**config.mk**
```make
export PLATFORM = sky130hd
export DESIGN_NAME = i2c_regwr_slave
export DESIGN_NICKNAME = d
export VERILOG_FILES = /design/src/rtl/i2c_regwr_pkg.sv /design/src/rtl/i2c_regwr_line_sync.sv /design/src/rtl/i2c_regwr_engine.sv /design/src/rtl/i2c_regwr_bank.sv /design/src/rtl/i2c_regwr_slave.sv
export SDC_FILE = /design/constraint.sdc
export NUM_CORES = 1
export LEC_CHECK = 0
export CORE_ASPECT_RATIO = 0.8
export CORE_MARGIN = 3
export CORE_UTILIZATION = 40
export DETAILED_ROUTE_END_ITERATION = 10
export SYNTH_ARGS = -nofsm -noshare
export SYNTH_HDL_FRONTEND = slang
export SYNTH_SLANG_ARGS = --single-unit
```
**constraint.sdc**
```tcl
create_clock -name clk -period 5.6 [get_ports clk]
set_clock_uncertainty 0.2 [all_clocks]
set_input_delay 1.12 -clock clk [delete_from_list [all_inputs] [get_ports clk]]
set_output_delay 1.12 -clock clk [all_outputs]
set_load 0.02 [all_outputs]
```
**src/rtl/i2c_regwr_pkg.sv**
```systemverilog
package i2c_regwr_pkg;

  typedef enum logic [1:0] {
    PH_IDLE = 2'd0,
    PH_DEV  = 2'd1,
    PH_SUB  = 2'd2,
    PH_DAT  = 2'd3
  } phase_t;

  localparam int BYTE_W = 8;

endpackage

```
**src/rtl/i2c_regwr_line_sync.sv**
```systemverilog
module i2c_regwr_line_sync (
  input  logic clk,
  input  logic rst_n,
  input  logic scl_i,
  input  logic sda_i,
  output logic sda_s,
  output logic scl_rise,
  output logic scl_fall,
  output logic start_det,
  output logic stop_det
);

  logic scl_meta, scl_sync, scl_prev;
  logic sda_meta, sda_sync, sda_prev;

  // Two-flop synchronizers plus one history flop per line; idle bus is high.
  always_ff @(posedge clk or negedge rst_n) begin
    if (!rst_n) begin
      scl_meta <= 1'b1;
      scl_sync <= 1'b1;
      scl_prev <= 1'b1;
      sda_meta <= 1'b1;
      sda_sync <= 1'b1;
      sda_prev <= 1'b1;
    end else begin
      scl_meta <= scl_i;
      scl_sync <= scl_meta;
      scl_prev <= scl_sync;
      sda_meta <= sda_i;
      sda_sync <= sda_meta;
      sda_prev <= sda_sync;
    end
  end

  always_comb begin
    sda_s     = sda_sync;
    scl_rise  = scl_sync & ~scl_prev;
    scl_fall  = ~scl_sync & scl_prev;
    start_det = scl_sync & scl_prev & sda_prev & ~sda_sync;
    stop_det  = scl_sync & scl_prev & ~sda_prev & sda_sync;
  end

endmodule

```
**src/rtl/i2c_regwr_engine.sv**
```systemverilog
module i2c_regwr_engine
  import i2c_regwr_pkg::*;
#(
  parameter int            NUM_REGS = 9,
  parameter int            PTR_W    = 5,
  parameter logic [4:0]    DEV_HI   = 5'b00100
) (
  input  logic             clk,
  input  logic             rst_n,
  input  logic             sda_s,
  input  logic             scl_rise,
  input  logic             scl_fall,
  input  logic             start_det,
  input  logic             stop_det,
  input  logic [1:0]       strap,
  output logic             sda_oe,
  output logic             wr_en,
  output logic [PTR_W-1:0] wr_addr,
  output logic [BYTE_W-1:0] wr_data
);

  localparam logic [PTR_W-1:0] LAST_IDX = PTR_W'(NUM_REGS - 1);
  localparam logic [3:0]       BIT_ACK  = 4'd9;
  localparam logic [3:0]       BIT_FULL = 4'd8;

  phase_t              phase_q, phase_d;
  logic [3:0]          bit_q, bit_d;
  logic [BYTE_W-1:0]   shift_q, shift_d;
  logic [PTR_W-1:0]    ptr_q, ptr_d;
  logic                oe_q, oe_d;
  logic                dev_match;

  assign dev_match = (shift_q[7:1] == {DEV_HI, strap}) && !shift_q[0];

  // Next-state logic
  always_comb begin
    phase_d = phase_q;
    bit_d   = bit_q;
    shift_d = shift_q;
    ptr_d   = ptr_q;
    oe_d    = oe_q;
    wr_en   = 1'b0;
    if (start_det) begin
      phase_d = PH_DEV;
      bit_d   = '0;
      oe_d    = 1'b0;
    end else if (stop_det) begin
      phase_d = PH_IDLE;
      bit_d   = '0;
      oe_d    = 1'b0;
    end else if (phase_q != PH_IDLE) begin
      if (scl_rise && (bit_q < BIT_FULL)) begin
        shift_d = {shift_q[BYTE_W-2:0], sda_s};
        bit_d   = bit_q + 4'd1;
      end else if (scl_fall && (bit_q == BIT_FULL)) begin
        bit_d = BIT_ACK;
        case (phase_q)
          PH_DEV: begin
            if (dev_match) oe_d = 1'b1;
            else begin
              phase_d = PH_IDLE;
              bit_d   = '0;
            end
          end
          PH_SUB: begin
            if (shift_q[7:5] == 3'b000) begin
              oe_d  = 1'b1;
              ptr_d = shift_q[PTR_W-1:0];
            end else begin
              phase_d = PH_IDLE;
              bit_d   = '0;
            end
          end
          PH_DAT: begin
            oe_d = 1'b1;
            if (ptr_q <= LAST_IDX) wr_en = 1'b1;
            if (ptr_q == LAST_IDX) ptr_d = '0;
            else                   ptr_d = ptr_q + 1'b1;
          end
          default: begin
            phase_d = PH_IDLE;
            bit_d   = '0;
          end
        endcase
      end else if (scl_fall && (bit_q == BIT_ACK)) begin
        oe_d  = 1'b0;
        bit_d = '0;
        if (phase_q == PH_DEV)      phase_d = PH_SUB;
        else if (phase_q == PH_SUB) phase_d = PH_DAT;
      end
    end
  end

  // State registers
  always_ff @(posedge clk or negedge rst_n) begin
    if (!rst_n) begin
      phase_q <= PH_IDLE;
      bit_q   <= '0;
      shift_q <= '0;
      ptr_q   <= '0;
      oe_q    <= 1'b0;
    end else begin
      phase_q <= phase_d;
      bit_q   <= bit_d;
      shift_q <= shift_d;
      ptr_q   <= ptr_d;
      oe_q    <= oe_d;
    end
  end

  assign sda_oe  = oe_q;
  assign wr_addr = ptr_q;
  assign wr_data = shift_q;


  start_restart_chk: assert property (@(posedge clk) disable iff (!rst_n)
    start_det |=> (phase_q == PH_DEV) && (bit_q == 4'd0) && !oe_q);


  stop_idle_chk: assert property (@(posedge clk) disable iff (!rst_n)
    (stop_det && !start_det) |=> (phase_q == PH_IDLE) && !oe_q);


  ack_rise_chk: assert property (@(posedge clk) disable iff (!rst_n)
    $rose(oe_q) |-> $past(scl_fall));


  ack_fall_chk: assert property (@(posedge clk) disable iff (!rst_n)
    $fell(oe_q) |-> $past(scl_fall || start_det || stop_det));


  discard_range_chk: assert property (@(posedge clk) disable iff (!rst_n)
    wr_en |-> (wr_addr <= LAST_IDX));


  ptr_wrap_chk: assert property (@(posedge clk) disable iff (!rst_n)
    (wr_en && (ptr_q == LAST_IDX)) |=> (ptr_q == '0));

endmodule

```
**src/rtl/i2c_regwr_bank.sv**
```systemverilog
module i2c_regwr_bank
  import i2c_regwr_pkg::*;
#(
  parameter int NUM_REGS = 9,
  parameter int PTR_W    = 5
) (
  input  logic                         clk,
  input  logic                         rst_n,
  input  logic                         we,
  input  logic [PTR_W-1:0]             waddr,
  input  logic [BYTE_W-1:0]            wdata,
  output logic [NUM_REGS*BYTE_W-1:0]   bank_flat
);

  logic [BYTE_W-1:0] regs_q [NUM_REGS];

  for (genvar gi = 0; gi < NUM_REGS; gi++) begin : g_reg
    logic hit;
    assign hit = we && (waddr == PTR_W'(gi));
    always_ff @(posedge clk or negedge rst_n) begin
      if (!rst_n)   regs_q[gi] <= '0;
      else if (hit) regs_q[gi] <= wdata;
    end
    assign bank_flat[gi*BYTE_W +: BYTE_W] = regs_q[gi];
  end


  bank_store_chk: assert property (@(posedge clk) disable iff (!rst_n)
    (we && (waddr < PTR_W'(NUM_REGS))) |=> (regs_q[$past(waddr)] == $past(wdata)));

endmodule

```
**src/rtl/i2c_regwr_slave.sv**
```systemverilog
module i2c_regwr_slave
  import i2c_regwr_pkg::*;
#(
  parameter int         NUM_REGS = 9,
  parameter int         PTR_W    = 5,
  parameter logic [4:0] DEV_HI   = 5'b00100
) (
  input  logic                       clk,
  input  logic                       rst_n,
  input  logic                       scl_i,
  input  logic                       sda_i,
  output logic                       sda_oe,
  input  logic                       strap_hi,
  input  logic                       strap_lo,
  output logic [NUM_REGS*BYTE_W-1:0] reg_bank_o
);

  logic [1:0]        rst_pipe;
  logic              rst_n_int;
  logic              sda_s, scl_rise, scl_fall, start_det, stop_det;
  logic              wr_en;
  logic [PTR_W-1:0]  wr_addr;
  logic [BYTE_W-1:0] wr_data;

  // Asynchronous assert, synchronous release
  always_ff @(posedge clk or negedge rst_n) begin
    if (!rst_n) rst_pipe <= 2'b00;
    else        rst_pipe <= {rst_pipe[0], 1'b1};
  end
  assign rst_n_int = rst_pipe[1];

  i2c_regwr_line_sync u_sync (
    .clk       (clk),
    .rst_n     (rst_n_int),
    .scl_i     (scl_i),
    .sda_i     (sda_i),
    .sda_s     (sda_s),
    .scl_rise  (scl_rise),
    .scl_fall  (scl_fall),
    .start_det (start_det),
    .stop_det  (stop_det)
  );

  i2c_regwr_engine #(
    .NUM_REGS (NUM_REGS),
    .PTR_W    (PTR_W),
    .DEV_HI   (DEV_HI)
  ) u_engine (
    .clk       (clk),
    .rst_n     (rst_n_int),
    .sda_s     (sda_s),
    .scl_rise  (scl_rise),
    .scl_fall  (scl_fall),
    .start_det (start_det),
    .stop_det  (stop_det),
    .strap     ({strap_hi, strap_lo}),
    .sda_oe    (sda_oe),
    .wr_en     (wr_en),
    .wr_addr   (wr_addr),
    .wr_data   (wr_data)
  );

  i2c_regwr_bank #(
    .NUM_REGS (NUM_REGS),
    .PTR_W    (PTR_W)
  ) u_bank (
    .clk       (clk),
    .rst_n     (rst_n_int),
    .we        (wr_en),
    .waddr     (wr_addr),
    .wdata     (wr_data),
    .bank_flat (reg_bank_o)
  );

endmodule

```
* Word-level counts from Yosys, hierarchy flattened
Index checks and enable logic that the tools add are counted.
Word-level totals: register bits 100, input bits 6
Operators by class: mux-type cells 39, bitwise operators 14, order comparisons 2, add/sub/neg operators 2, equality and inequality tests 22, reduce and logical (&&, ||, !) cells 27
Operators by type and width (number):
- 2-to-1 mux 4 bit | 8
- equality test 5 x 3 -> 1 bit, second input constant | 4
- 2-to-1 mux 2 bit | 10
- 2-to-1 mux 1 bit | 15
- != test 5 bit, second input constant | 3
- AND reduction 7 bit | 2
- logical AND 1 bit | 13
- one-hot mux 4 bit (3 select lines) | 1
- equality test 5 x 2 -> 1 bit, second input constant | 2
- 2-to-1 mux 5 bit | 2
- one-hot mux 5 bit (2 select lines) | 1
- nonzero test 5 bit | 2
- equality test 4 bit, second input constant | 2
- bitwise AND 1 bit | 7
- equality test 7 x 5 -> 1 bit | 1
- inverter 1 bit | 7
- != test 6 bit, second input constant | 1
- one-hot mux 2 bit (3 select lines) | 1
- AND reduction 6 bit | 1
- adder 5 x 1 -> 5 bit, second input constant | 1
- equality test 5 x 1 -> 1 bit, second input constant | 1
- equality test 5 x 4 -> 1 bit, second input constant | 1
- <= comparator 5 x 4 -> 1 bit, second input constant | 1
- logical NOT 5 bit | 1
- 16 further kinds | 18

* Logic depth before layout (Yosys ltp)
Gate-level depths: netlist (run 1).
depth after elaboration 9, depth in mapped cells 8, mapped depth without buffers 7

* Hierarchy
From an unflattened synthesis (run 1), not the netlist that was laid out.
Unflattened totals: cell total of the unflattened synthesis 294, area total of the unflattened synthesis 4215.3 µm²
By module, submodules not included:
- i2c_regwr_bank | cells each 161, instances 1, area each 2788.9 µm²
- i2c_regwr_engine | cells each 120, instances 1, area each 1182.4 µm²
- i2c_regwr_line_sync | cells each 10, instances 1, area each 190.2 µm²
- i2c_regwr_slave | cells each 3, instances 1, area each 53.8 µm²

* Worst setup path before layout (run 1)
Ideal clock, no wire load.
path kind register to register, from register u_engine.phase_q[0], to register u_bank.regs_q, in the netlist u_bank.bank_flat[64], buffers on the path 1, arrival time 1.990 ns, slack 3.285 ns, cell stages (with the launch flop) 8, setup time 0.125 ns, data required time 5.275 ns, cell sequence dfrtp_1 -> inv_1 -> ha_1 -> nand2b_1 -> or2_1 -> buf_2 -> nor4_4 -> mux2_2
Between the ends: word-level cells in the longest chain between the ends 8, elaborated cells between the ends (all ways) 9
Ends and longest elaborated chain:
- start: declaration | line i2c_regwr_engine.sv:26 | phase_t phase_q, phase_d;
- start signal: assignment | line i2c_regwr_engine.sv:103 | phase_q <= phase_d;
- equality test 2 bit | line i2c_regwr_engine.sv:57 | case (phase_q)
- 2-to-1 mux 1 bit | line i2c_regwr_engine.sv:57
- 2-to-1 mux 1 bit | line i2c_regwr_engine.sv:55 | end else if (scl_fall && (bit_q == BIT_FULL)) begin
- 2-to-1 mux 1 bit | line i2c_regwr_engine.sv:52 | if (scl_rise && (bit_q < BIT_FULL)) begin
- 2-to-1 mux 1 bit * | line i2c_regwr_engine.sv:51 | end else if (phase_q != PH_IDLE) begin
- 2-to-1 mux 1 bit * | line i2c_regwr_engine.sv:47 | end else if (stop_det) begin
- 2-to-1 mux 1 bit * | line i2c_regwr_engine.sv:43 | if (start_det) begin
- logical AND 1 bit * | line i2c_regwr_bank.sv:19 | assign hit = we && (waddr == PTR_W'(gi));
- end signal: indexed assignment | line i2c_regwr_bank.sv:22 | else if (hit) regs_q[gi] <= wdata;
- end: declaration | line i2c_regwr_bank.sv:15 | logic [BYTE_W-1:0] regs_q [NUM_REGS];
Mark *: on every way between the ends. The rest lies on a longest branch, timed or not. A chain may end at the register's enable or synchronous reset.

* Worst setup path in the final report (run 1)
from register u_bank.regs_q, in the netlist u_bank.bank_flat[26], to output reg_bank_o[26]
RTL lines:
- end: declaration | line i2c_regwr_slave.sv:15 | output logic [NUM_REGS*BYTE_W-1:0] reg_bank_o
No word-level cell between the ends.

==> results.json, run 1 <==
{
  "cp_max_fo": 2,
  "fp.dieArea_sq_mm": 0.01195,
  "drive_above_1_share_pct": 26.49,
  "n_antenna_cell": 0,
  "ys.flop_type": "dfrtp_1",
  "synth_cell_types": 45,
  "synth_adder_area_share_pct": 3.227,
  "syn_avg_cell_area_sq_um": 13.33,
  "grt_pass1_wl_mm": 15.97,
  "cap_violations": 0,
  "synth_edf_count": 0,
  "synth.mux.area_fraction_pct": 20.30,
  "layout.cells.non_filler": 544,
  "rows": 33,
  "grt_pass1_vias": 2886,
  "ys.warnings.count": 0,
  "syn_nets": 337,
  "ctsResizeCount": 0,
  "worst-path-buf-inv": 1,
  "initial_core_util_pct": 41.32,
  "comb_power_share_pct": 15.5,
  "hpwl_mm": 6.594,
  "yosysTopAreaCellShare_pct": 55.15,
  "core_sq_mm": 0.01032,
  "cp_cell_sequence": "clkdlybuf4s50_1",
  "postPlaceCellArea_sq_mm": 0.005185,
  "crit_family": "buffers and inverters",
  "min_period_ns": 2.650,
  "synth_area_leaders": "dfrtp_1, mux2_2, dfstp_2",
  "p_seq_share_pct": 50.9,
  "hold_path_class": "flip-flop to asynchronous set/reset pin",
  "fin_ws_ns": 2.950,
  "finalHoldViolCount": 0,
  "synth-compound-area-share_pct": 5.427,
  "p_clk_share_pct": 33.6,
  "slowest_delay_ns": 0.64,
  "gp_congestion": 0.8205,
  "clockBufferDepth": 2,
  "vdd_ir_drop_max_mv": 0.2039,
  "finalSetupViolCount": 0,
  "p_leak_nw": 2.477,
  "port_buffers": 78,
  "cp-end-kind": "primary output",
  "synth.most_common_cell": "dfrtp_1",
  "first_pass_iters": 4,
  "ys_async_sr_fraction_pct": 100.0,
  "fin_hold_ws_ns": 0.1028,
  "antenna_found_initial": 0,
  "finalInstanceArea_sq_mm": 0.005490,
  "min_period_over_period_pct": 47.32,
  "clk_root_buffer_cell": "clkbuf_16",
  "synth_xor_xnor_area_share_pct": 0.6160,
  "synth-simple-area-share_pct": 9.328,
  "synth_top_area_cell": "dfrtp_1",
  "slew_headroom_pct": 29.84,
  "start_kind": "flip-flop",
  "tightestPinTransition_ns": 1.052,
  "dr_total_vias": 2773,
  "rsz0062_at_grt": "false",
  "vias_per_cell": 5.097,
  "dp_cells": 527,
  "cpMaxStageDelayCell": "clkdlybuf4s50_1",
  "die_h_microns": 98.36,
  "grt_max_degree": 84,
  "synth_common_cells": "dfrtp_1, mux2_2, o21ai_0",
  "slew_violations": 0,
  "sw_frac_of_total_pct": 32.15,
  "cp.required_ns": 4.28,
  "p_per_area_mw_per_mm2": 337.2,
  "syn-cell-area_sq_mm": 0.004265,
  "ys_ff_latch": 100,
  "cts_tree": "built",
  "clkLatencyLatePin_ns": 0.34,
  "overflow": 0,
  "routed_wl_mm": 9.734,
  "ant_nets": 0,
  "fin_tns_setup_ns": 0,
  "drc": 0,
  "arrival_ns": 1.33,
  "grt_use_total_pct": 17.45,
  "synth_cells": 320,
  "cts_sinks": 100,
  "fmax_ghz": 0.3773,
  "critical_path_class": "flip-flop to primary output",
  "clk_pin_slew_worst_paths_ns": 0.07,
  "h-tree-depth": 3,
  "die_w_microns": 121.5,
  "pre_cts_ws_ns": 2.756,
  "ios": 79,
  "cts_buffers": 9,
  "switching_power_mw": 0.5951,
  "syn_to_final_growth_pct": 28.72,
  "p_int_mw": 1.256,
  "drt_iter0_drc": 142,
  "ys_seq_area_share_pct": 58.84,
  "synth_top_family_by_area": "multiplexers",
  "status": "complete, no violations",
  "routedWlPerCell_microns": 17.89,
  "fin_nets": 416
}
==> per-stage QoR <==
step | total power [mW] | utilization (%)
final | 1.851 | 53.19
after global routing | 1.954 | 53.19
after CTS | 1.877 | 53.19
after detailed placement | 1.248 | 50.23
after global placement | 1.242 | 50.23
after floorplan | 1.107 | -
==> final timing paths <==
path	from	endpoint	slack, ns	depth (start not counted)
worst max register to register	u_engine.phase_q[0]	u_bank.bank_flat[26]	2.97	6
worst min register to register	rst_pipe[1]	u_sync.scl_prev	0.10	0
min in group clk	u_sync.scl_meta	u_sync.scl_sync	0.16	0
worst min-delay path	rst_pipe[1]	u_sync.scl_prev	0.10	0
max in group asynchronous	rst_pipe[1]	u_bank.bank_flat[32]	4.04	1
worst max-delay path	u_bank.bank_flat[26]	reg_bank_o[26]	2.95	1
==> cell type report <==
class	instances	area (sq um)
Tap cell	140	175.2
Inverter	12	45.04
Multi-Input combinational cell	196	1663
Clock buffer	11	232.7
Sequential cell	100	2514
Timing Repair Buffer	80	798.3
Clock inverter	5	62.56
Fill cell	949	4832
==> placed cells by master, fill, tap and decap left out, types with 6 or more instances in the layout <==
| cell type | instances |
|---|---|
| clkdlybuf4s50_1 | 78 |
| mux2_2 | 74 |
| nand2_1 | 17 |
| inv_1 | 12 |
| ha_1 | 11 |
| a21oi_1 | 11 |
| dfrtp_1 | 93 |
| clkbuf_16 | 9 |
| dfstp_2 | 6 |
| o21ai_0 | 18 |
| nor2_1 | 9 |
==> state kept, by name, indices dropped and copies added, names as in the netlist <==
name,flops
u_sync.sda_s,1
u_sync.scl_sync,1
u_sync.sda_prev,1
u_sync.scl_prev,1
u_sync.sda_meta,1
u_engine.wr_data,8
u_engine.bit_q,4
u_engine.sda_oe,1
u_engine.wr_addr,5
u_bank.bank_flat,72
rst_pipe,2
u_sync.scl_meta,1
u_engine.phase_q,2
==> routing by layer <==
layer	vias to the layer above	GRT usage, %	share of wire (%)
met5	-	0	0
met4	0	4.393	1.1
met3	10	6.948	7.2
met2	67	27.05	48
met1	1410	23.03	44
li1	1286	-	-
==> power groups by stage <==
| stage | clock network [mW] | logic (mW) | registers (mW) |
|---|---|---|---|
| final | 0.622 | 0.286 | 0.943 |
| after floorplan | 0 | 0.258 | 0.850 |
| after global placement | 0 | 0.278 | 0.963 |
| after global routing | 0.669 | 0.326 | 0.960 |
| after detailed placement | 0 | 0.283 | 0.965 |
| after CTS | 0.641 | 0.288 | 0.948 |
==> logic make-up after synthesis <==
| group | Yosys count |
|---|---|
| buf+inv | 24 |
| mux | 77 |
| fa+ha+maj | 11 |
| flops | 100 |
| xor+xnor | 3 |
| other cells | 1 |
| compound gates | 40 |
| simple gates | 64 |
==> repair_timing <==
item	CTS	global route
setup buffers	0	0
hold buffers	1	0
hold endpoints to repair	12	0
Power figures use the tool's default switching activity.
==> inputs of run 2 (changes only) <==
- clock period: 5.6 -> 2.45 ns (I/O delays scaled with it)
==> results.json, run 2 (same netlist as run 1, synthesis figures left out) <==
{
  "status": "complete, no violations",
  "finalInstanceArea_sq_mm": 0.005682,
  "grtUsageMet2_pct": 26.07,
  "cp.required_ns": 2.48,
  "fmax_ghz": 0.4160,
  "n_antenna_cell": 0,
  "comb_power_share_pct": 23.1,
  "clockBufferDepth": 2,
  "p_clk_share_pct": 31.6,
  "grt_pass1_vias": 2932,
  "ios": 79,
  "die_w_microns": 121.5,
  "finalHoldViolCount": 0,
  "arrival_ns": 2.43,
  "postPlaceCellArea_sq_mm": 0.005328,
  "fin_ws_ns": 0.04590,
  "cts_tree": "built",
  "drt_iter0_drc": 141,
  "start_kind": "flip-flop",
  "critical_path_class": "flip-flop to flip-flop",
  "min_period_ns": 2.404,
  "grt_use_total_pct": 17.11,
  "clk_pin_slew_worst_paths_ns": 0.07,
  "busiest_layer": "met2",
  "dr_total_vias": 2863,
  "grt_pass1_wl_mm": 15.74,
  "h-tree-depth": 3,
  "ant_nets": 0,
  "antenna_found_initial": 0,
  "sw_frac_of_total_pct": 32.78,
  "mostFrequentLayoutCell": "dfrtp_1",
  "cp_max_fo": 8,
  "hpwl_mm": 6.741,
  "vdd_ir_drop_max_mv": 0.4151,
  "p_per_area_mw_per_mm2": 757.5,
  "dp_cells": 546,
  "slew_violations": 0,
  "use_met1_pct": 23.22,
  "fin_nets": 438,
  "hold_path_class": "flip-flop to asynchronous set/reset pin",
  "drive_above_1_share_pct": 31.22,
  "vias_per_cell": 5.058,
  "layout_common_cells": "dfrtp_1, clkdlybuf4s50_1, mux2_2, buf_4, o21ai_0",
  "cts_buffers": 9,
  "overflow": 0,
  "first_pass_iters": 6,
  "core_sq_mm": 0.01032,
  "drc": 0,
  "hold_buffers": 0,
  "routedWlPerCell_microns": 17.16,
  "finalPower_mw": 4.304,
  "pre_cts_ws_ns": 0.02186,
  "p_leak_nw": 2.605,
  "min_period_over_period_pct": 98.13,
  "port_buffers": 78,
  "p_int_mw": 2.893,
  "gp_congestion": 0.8614,
  "grt_max_degree": 34,
  "switching_power_mw": 1.411,
  "fin_tns_setup_ns": 0,
  "clkLatencyLatePin_ns": 0.34,
  "cp-end-kind": "flip-flop",
  "routed_wl_mm": 9.714,
  "fill_cells": 885,
  "finalSetupViolCount": 0,
  "clk_root_buffer_cell": "clkbuf_16",
  "fp.dieArea_sq_mm": 0.01195,
  "grtUsageMet3_pct": 6.080,
  "tightestPinTransition_ns": 0.5545,
  "cap_violations": 0,
  "die_h_microns": 98.36,
  "syn_to_final_growth_pct": 33.21,
  "largest_reg_flops": 72,
  "rows": 33,
  "slew_headroom_pct": 63.04,
  "p_seq_share_pct": 45.3,
  "initial_core_util_pct": 41.32,
  "layout.cells.non_filler": 566,
  "cts_sinks": 100
}
run 2: cell count changes in the layout (fill, tap and decap cells not counted), sizes merged:
| cell | delta |
|---|---|
| buf | +23 |
| clkinv | +3 |
| bufinv | -1 |
| clkbuf | -1 |
| clkinvlp | -1 |
| dlygate4sd3 | -1 |
run 2: repair_timing:
| action | 4_1_cts | 5_1_grt |
|---|---|---|
| setup buffers | 0 | 4 |
| endpoints found under the setup margin | 0 | 28 |
| resized for setup | 0 | 5 |
run 2: cell type report:
type	instances	area (sq um)	area share, %
flip-flops and latches	100	2514	44.24
multi-input cells	196	1684	29.64
repair buffers	102	977.2	17.20
clock buffers	10	239.0	4.206
well taps	140	175.2	3.083
clock inverters	6	47.55	0.8368
inverters	12	45.04	0.7928
run 2: final timing paths:
kind,start,endpoint,slack (ns),cells after the start
worst max-delay path,u_engine.phase_q[0],u_bank.bank_flat[6],0.05,8
worst min-delay path,rst_pipe[1],u_bank.bank_flat[6],0.08,0
worst max register to register,u_engine.phase_q[0],u_bank.bank_flat[6],0.05,8
worst min register to register,rst_pipe[1],u_bank.bank_flat[6],0.08,0
max in group asynchronous,rst_pipe[1],u_bank.bank_flat[1],1.21,1
min in group clk,u_sync.scl_meta,u_sync.scl_sync,0.16,0
run 2: metrics by stage:
stage | util, % | hold slack (ns)
4_1_cts | 54.39 | 0.1017
3_3_place_gp | 51.61 | 0.08818
5_1_grt | 55.04 | 0.09971
2_1_floorplan | - | -0.005591
6_report | 55.04 | 0.08256
3_5_place_dp | 51.61 | 0.09353
run 2: per-layer routing:
layer  share of wire [%]  vias up
met5                   0        -
met4                 1.1        0
met3                 5.9       11
met2                  46       67
met1                  47     1452
li1                    -     1333
run 2: worst max-delay path, cell delays in order, from the launching register on:
cell	delay (ns)
dfrtp_1	0.37
inv_1	0.08
ha_1	0.21
nand2b_1	0.17
or2_4	0.29
nor4_4	0.24
buf_4	0.18
nand3_2	0.21
mux2_2	0.33
run 2: power groups by stage:
stage | combinational (mW) | clock [mW] | sequential (mW)
CTS | 0.978 | 1.40 | 1.95
detailed placement | 0.974 | 0 | 1.98
floorplan | 0.590 | 0 | 1.94
finish | 0.993 | 1.36 | 1.95
global route | 1.09 | 1.46 | 1.98
global placement | 0.975 | 0 | 1.98
